[config.mk]
export PLATFORM = sky130hd
export DESIGN_NAME = sat_alu
export DESIGN_NICKNAME = d
export VERILOG_FILES = /design/src/rtl/sat_alu_pkg.sv /design/src/rtl/sat_alu_opsel.sv /design/src/rtl/sat_alu_core.sv /design/src/rtl/sat_alu_flags.sv /design/src/rtl/sat_alu.sv
export SDC_FILE = /design/constraint.sdc
export NUM_CORES = 1
export LEC_CHECK = 0
export ABC_AREA = 1
export BUFFER_PORTS_ARGS = -buffer_cell sky130_fd_sc_hd__buf_4
export CAP_MARGIN = 5
export CORE_MARGIN = 1
export CORE_UTILIZATION = 50
export DETAILED_ROUTE_END_ITERATION = 6
export GPL_TIMING_DRIVEN = 0
export PLACE_DENSITY = 0.89
export SLEW_MARGIN = 40
export SYNTH_ARGS = -nofsm -noshare
export SYNTH_HDL_FRONTEND = slang
export SYNTH_SLANG_ARGS = --single-unit
[constraint.sdc]
create_clock -name clk_i -period 0.8 [get_ports clk_i]
set_clock_uncertainty 0.05 [all_clocks]
set_input_delay 0.04 -clock clk_i [delete_from_list [all_inputs] [get_ports clk_i]]
set_output_delay 0.04 -clock clk_i [all_outputs]
set_load 0.005 [all_outputs]
[src/rtl/sat_alu_pkg.sv]
package sat_alu_pkg;
  localparam int unsigned DATA_W  = 32;
  localparam int unsigned IMM_S_W = 5;
  localparam int unsigned IMM_L_W = 16;
  localparam int unsigned OP_W    = 3;

  typedef enum logic [OP_W-1:0] {
    OP_ADD_R = 3'd0,
    OP_ADD_I = 3'd1,
    OP_SUB_R = 3'd2,
    OP_RSUB  = 3'd3,
    OP_SUB_I = 3'd4
  } op_e;
endpackage

[src/rtl/sat_alu_opsel.sv]
module sat_alu_opsel
  import sat_alu_pkg::*;
#(
  parameter int unsigned W    = DATA_W,
  parameter int unsigned IS_W = IMM_S_W,
  parameter int unsigned IL_W = IMM_L_W
) (
  input  logic [OP_W-1:0] op_i,
  input  logic [W-1:0]    a_i,
  input  logic [W-1:0]    b_i,
  input  logic [IL_W-1:0] imm_i,
  output logic [W-1:0]    x_o,
  output logic [W-1:0]    y_o,
  output logic            sub_o,
  output logic            legal_o
);
  logic [W-1:0] imm_s, imm_l;
  assign imm_s = {{(W-IS_W){imm_i[IS_W-1]}}, imm_i[IS_W-1:0]};
  assign imm_l = {{(W-IL_W){imm_i[IL_W-1]}}, imm_i};

  // x is the augend/minuend, y the addend/subtrahend
  always_comb begin
    x_o     = b_i;
    y_o     = a_i;
    sub_o   = 1'b0;
    legal_o = 1'b1;
    unique case (op_i)
      OP_ADD_R: ;
      OP_ADD_I: y_o = imm_s;
      OP_SUB_R: sub_o = 1'b1;
      OP_RSUB: begin
        x_o = a_i; y_o = b_i; sub_o = 1'b1;
      end
      OP_SUB_I: begin
        x_o = a_i; y_o = imm_l; sub_o = 1'b1;
      end
      default: legal_o = 1'b0;
    endcase
  end
endmodule

[src/rtl/sat_alu_core.sv]
module sat_alu_core #(
  parameter int unsigned W = 32
) (
  input  logic [W-1:0] x_i,
  input  logic [W-1:0] y_i,
  input  logic         sub_i,
  output logic [W-1:0] res_o,
  output logic         cy_o,
  output logic         ov_o
);
  localparam logic [W-1:0] MAX_P = {1'b0, {(W-1){1'b1}}};
  localparam logic [W-1:0] MIN_N = {1'b1, {(W-1){1'b0}}};

  logic [W-1:0] y_eff;
  logic [W:0]   sum;
  logic [W-1:0] raw;

  assign y_eff = sub_i ? ~y_i : y_i;
  assign sum   = {1'b0, x_i} + {1'b0, y_eff} + {{W{1'b0}}, sub_i};
  assign raw   = sum[W-1:0];
  // borrow is the inverted carry of x + ~y + 1
  assign cy_o  = sum[W] ^ sub_i;
  assign ov_o  = (x_i[W-1] == y_eff[W-1]) && (raw[W-1] != x_i[W-1]);
  // overflow direction follows the sign of x
  assign res_o = !ov_o ? raw : (x_i[W-1] ? MIN_N : MAX_P);
endmodule

[src/rtl/sat_alu_flags.sv]
module sat_alu_flags #(
  parameter int unsigned W = 32
) (
  input  logic         clk_i,
  input  logic         rst_ni,
  input  logic         take_i,
  input  logic [W-1:0] res_i,
  input  logic         cy_i,
  input  logic         ov_i,
  input  logic         clr_i,
  output logic         valid_o,
  output logic [W-1:0] result_o,
  output logic         cy_o,
  output logic         ov_o,
  output logic         s_o,
  output logic         z_o,
  output logic         sat_o
);
  localparam logic [W-1:0] MAX_P = {1'b0, {(W-1){1'b1}}};
  localparam logic [W-1:0] MIN_N = {1'b1, {(W-1){1'b0}}};

  always_ff @(posedge clk_i or negedge rst_ni) begin
    if (!rst_ni) begin
      valid_o  <= 1'b0;
      result_o <= '0;
      cy_o     <= 1'b0;
      ov_o     <= 1'b0;
      s_o      <= 1'b0;
      z_o      <= 1'b0;
    end else begin
      valid_o <= take_i;
      if (take_i) begin
        result_o <= res_i;
        cy_o     <= cy_i;
        ov_o     <= ov_i;
        s_o      <= res_i[W-1];
        z_o      <= (res_i == '0);
      end
    end
  end

  // clear has priority over a same-cycle set
  always_ff @(posedge clk_i or negedge rst_ni) begin
    if (!rst_ni)                sat_o <= 1'b0;
    else if (clr_i)             sat_o <= 1'b0;
    else if (take_i && ov_i)    sat_o <= 1'b1;
  end

  a_r6_clamp_rail: assert property (@(posedge clk_i) disable iff (!rst_ni)
    (valid_o && ov_o) |-> (result_o == MAX_P || result_o == MIN_N));
  a_r8_sign_zero: assert property (@(posedge clk_i) disable iff (!rst_ni)
    valid_o |-> (s_o == result_o[W-1] && z_o == (result_o == '0)));
  a_r9_clear_wins: assert property (@(posedge clk_i) disable iff (!rst_ni)
    clr_i |=> !sat_o);
  a_r9_sticky: assert property (@(posedge clk_i) disable iff (!rst_ni)
    (sat_o && !clr_i) |=> sat_o);
  a_r9_ov_sets: assert property (@(posedge clk_i) disable iff (!rst_ni)
    (take_i && ov_i && !clr_i) |=> (sat_o && ov_o));
endmodule

[src/rtl/sat_alu.sv]
module sat_alu
  import sat_alu_pkg::*;
(
  input  logic              clk_i,
  input  logic              rst_ni,
  input  logic              valid_i,
  input  logic [OP_W-1:0]   op_i,
  input  logic [DATA_W-1:0] a_i,
  input  logic [DATA_W-1:0] b_i,
  input  logic [IMM_L_W-1:0] imm_i,
  input  logic              sat_clr_i,
  output logic              valid_o,
  output logic [DATA_W-1:0] result_o,
  output logic              cy_o,
  output logic              ov_o,
  output logic              s_o,
  output logic              z_o,
  output logic              sat_o
);
  logic [DATA_W-1:0] x, y, res;
  logic sub, legal, cy, ov, take;

  sat_alu_opsel #(.W(DATA_W), .IS_W(IMM_S_W), .IL_W(IMM_L_W)) u_opsel (
    .op_i(op_i), .a_i(a_i), .b_i(b_i), .imm_i(imm_i),
    .x_o(x), .y_o(y), .sub_o(sub), .legal_o(legal)
  );

  sat_alu_core #(.W(DATA_W)) u_core (
    .x_i(x), .y_i(y), .sub_i(sub), .res_o(res), .cy_o(cy), .ov_o(ov)
  );

  assign take = valid_i && legal;

  sat_alu_flags #(.W(DATA_W)) u_flags (
    .clk_i(clk_i), .rst_ni(rst_ni), .take_i(take), .res_i(res),
    .cy_i(cy), .ov_i(ov), .clr_i(sat_clr_i),
    .valid_o(valid_o), .result_o(result_o), .cy_o(cy_o), .ov_o(ov_o),
    .s_o(s_o), .z_o(z_o), .sat_o(sat_o)
  );

  a_r10_idle_hold: assert property (@(posedge clk_i) disable iff (!rst_ni)
    !valid_i |=> (!valid_o && $stable(result_o) && $stable(cy_o) && $stable(ov_o)));
  a_r11_reserved: assert property (@(posedge clk_i) disable iff (!rst_ni)
    (valid_i && op_i > 3'd4 && !sat_clr_i) |=> (!valid_o && $stable(result_o) && $stable(sat_o)));
endmodule

==> impl_results.md <==
- Maximum VDD drop: roughly 1.4 mV
- Syn Nets: 887
- Yosys warning total: 0
- Pleak: a little over 4 nW
- WL/cell: around 22 µm
- Buf/Inv on CP: 4
- Slew @ Worst Pin: 0.518 ns
- Pwr Density: 2600 mW/mm²
- #FFs+latches synth: 37
- Reg2Reg Setup Slack: -0.28 ns
- CP Capture Type: register
- Pre-antenna DRT Iters: 7
- Vert. Die Dim: slightly above 100 µm
- Post-synthesis cell type count: 48
- GRT Overall Usage: between 30% and 40%
- Share of cells above drive strength 1: 46.8%
- F_max: between 200 and 300 MHz
- Final setup fails: 74
- RSZ-0062 raised after global routing: true
- Worst hold path class: input port to register
- Critical path endpoint: u_flags.z_o
- Slowest stage delay, CP: a little over 0.4 ns
- First-pass GRT wire length: between 20000 and 30000 µm
- Slew margin rel.: 65.0%
- Asr flop ratio synth: 100%
- Post-synth EDFFs: 0
- Status: complete, but fails checks
- Total power: between 20 and 25 mW
- Crit-path leading delay family: simple AND/OR/NAND/NOR gates
- Vias: 7440
- Post-route DRC: between 70 and 80
- Ports: 125
- Core area: 0.00942 mm²
- Initial antenna violation count: 0
- TritonCTS Buffers: 5
- Dpl cells: between 1000 and 1500
- Req. time, crit path: 0.98 ns
- Vias per inst: between 6 and 7
- Cells after synthesis: 768
- Antenna fix cells: 0
- H-tree levels: 2
- Dpl hpwl: approximately 13000 µm
- Most common cell after layout, fill and taps aside: buf_4
- Initial DRC Count: between 900 and 1000
- CTS tree: done
- WS Path Type: input port to register
- Initial Utilization: 52.5%
- Clk slew on worst S/H paths: 0.08 ns
- CP Launch Type: input port
- Number of max-cap violations: 0
- NumNets Final: around 1100
- Worst-Skew Late Latency: 0.29 ns
- Max Slew Vio Count: 0
- Port bufs: ~120
- Post-route worst setup slack: -2.75 ns
- Failing checks: design-rule violations, negative setup slack
- R2r endpoint: u_flags.result_o[12]
- Worst path slowest cell: a31oi_4
- Period utilization: 444%
- Root buffer cell: clkbuf_8
- Mapped Area: 0.00494 mm²
- Non-filler cells, final: between 1000 and 1500
- FF-to-FF path depth: 3
- Final Hold Viols: 0
- Crit path DAT: 3.73 ns
- Post-synthesis average cell area: 6.43 µm²
- Largest net degree at the start of global routing: 38
- Cell depth of the worst setup path: 28
- Cells on Worst Hold Path: 5
- Core Rows: 35
- R2R Path Start: u_flags.result_o[12]
- Placer Congestion: just under 1
- Maximum clock insertion buffer count: 2
- Sequential share of the synthesized area: between 10% and 20%
- Antenna-violating nets left: 0
- Die area: approximately 0.01 mm²
- Die W: approximately 100 µm
- CP Max Fanout: 5
- Clk sink count: 37
- Post-Route WL: about 25000 µm
- Highest-count cells in the layout ignoring fill and taps: 179 x buf_4, 130 x nand2_1, 78 x nor2_1
- Util after Layout: roughly nine tenths
- Crit path from: op_i[2]
- Main synth FF type: dfrtp_1
- Number of global-route vias before repair: 6125
- Area growth from synthesis to layout: 68.2%
- Total congestion overflow: 0
- Final Critical Period: approximately 3.6 ns
## state kept, by name (all words and copies together) (netlist names)
| register | flops |
|---|---|
| u_flags.z_o | 1 |
| u_flags.cy_o | 1 |
| u_flags.valid_o | 1 |
| u_flags.ov_o | 1 |
| u_flags.result_o | 32 |
| u_flags.sat_o | 1 |
## timing repair
item / 4_1_cts / 5_1_grt
setup endpoints to repair: 75 / 75
cloned: 5 / 0
hold buffers: 2 / 0
gates resized for setup: 164 / 122
pin swaps: 73 / 60
endpoints found under the hold margin: 38 / 0
buffers inserted: 71 / 37
## worst register-to-register path, stage by stage, from the launching register on
cell     delay (ns)
dfrtp_1        0.41
buf_4          0.14
nor2_1         0.24
a21oi_4        0.10
## layout make-up
| class | count | area, µm² |
|---|---|---|
| buffer | 27 | 285 |
| timing repair buffer | 237 | 2050 |
| tap | 129 | 161 |
| clock buffer | 5 | 68.8 |
| multi-input combinational | 608 | 4380 |
| inverter | 95 | 372 |
| sequential | 37 | 926 |
| fill | 426 | 1110 |
| clock inverter | 3 | 65.1 |
## cells in the mapped netlist, types with 3 or more instances
cell       count  share of area (%)
o21ai_0       53                5.4
o2111ai_1     10                1.8
clkbuf_1      17                1.3
nor3_1         4               0.41
nand2_4        7                1.6
o21bai_1       3               0.46
inv_1         91                6.9
a21boi_0       4               0.61
a221oi_1       3               0.53
nand3_2        3               0.61
ha_1          31                7.9
nand2_2        7               0.89
nand2_1      158                 12
inv_2          3               0.23
xor2_1        50                8.9
o21ai_1        5               0.51
buf_6          3               0.68
buf_4          4               0.61
nor2_1        92                7.0
a21o_1         5               0.76
xnor2_1        5               0.89
a31oi_1        3               0.38
a21oi_1       90                9.1
o21ai_2        7                1.2
a21oi_2       10                1.8
o21a_1         3               0.46
dfrtp_1       37                 19
nand4_1        6               0.76
mux2_2         4               0.91
a22oi_1        4               0.61
nand3_1       22                2.2
## per-stage QoR
stage	worst slack (ns)	TNS, ns	cell area (µm²)	hold slack (ns)
final	-2.75	-92.96	8310	0.149
after global routing	-2.89	-98.44	8310	0.167
after CTS	-2.14	-75.40	7600	0.156
after detailed placement	-2.90	-94.78	6250	-0.0353
after global placement	-2.88	-93.05	6250	-0.0400
after floorplan	-1.95	-67.14	5160	-0.306
## worst min path at each step
stage / start / to / slack [ns]
after floorplan: rst_ni / u_flags.cy_o / -0.31
after global placement: rst_ni / u_flags.result_o[8] / -0.04
after detailed placement: rst_ni / u_flags.result_o[5] / -0.04
after CTS: valid_i / u_flags.result_o[1] / 0.16
after global routing: valid_i / u_flags.result_o[0] / 0.17
final: valid_i / u_flags.result_o[0] / 0.15
## logic make-up after synthesis
group	after synthesis	share of synthesized area (%)
compound gates	209	25.0
xor+xnor	55	9.75
fa+ha+maj	32	8.26
buf+inv	123	10.2
flops	37	18.7
mux	4	0.912
simple gates	308	27.1
## layer usage
layer	GRT usage [%]	share of wire, %	vias up
met1	44.1	33	3306
met4	20.1	11	0
met2	64.2	43	780
li1	-	-	3027
met5	0	0	-
met3	5.18	13	327
## power breakdown
group | internal (mW) | leakage, nW | switching [mW]
Sequential | 2.57 | 0.429 | 0.605
Combinational | 7.21 | 3.59 | 9.25
Clock | 1.24 | 0.0681 | 0.693
Total | 11.0 | 4.09 | 10.6
(Power assumes the default switching activity.)
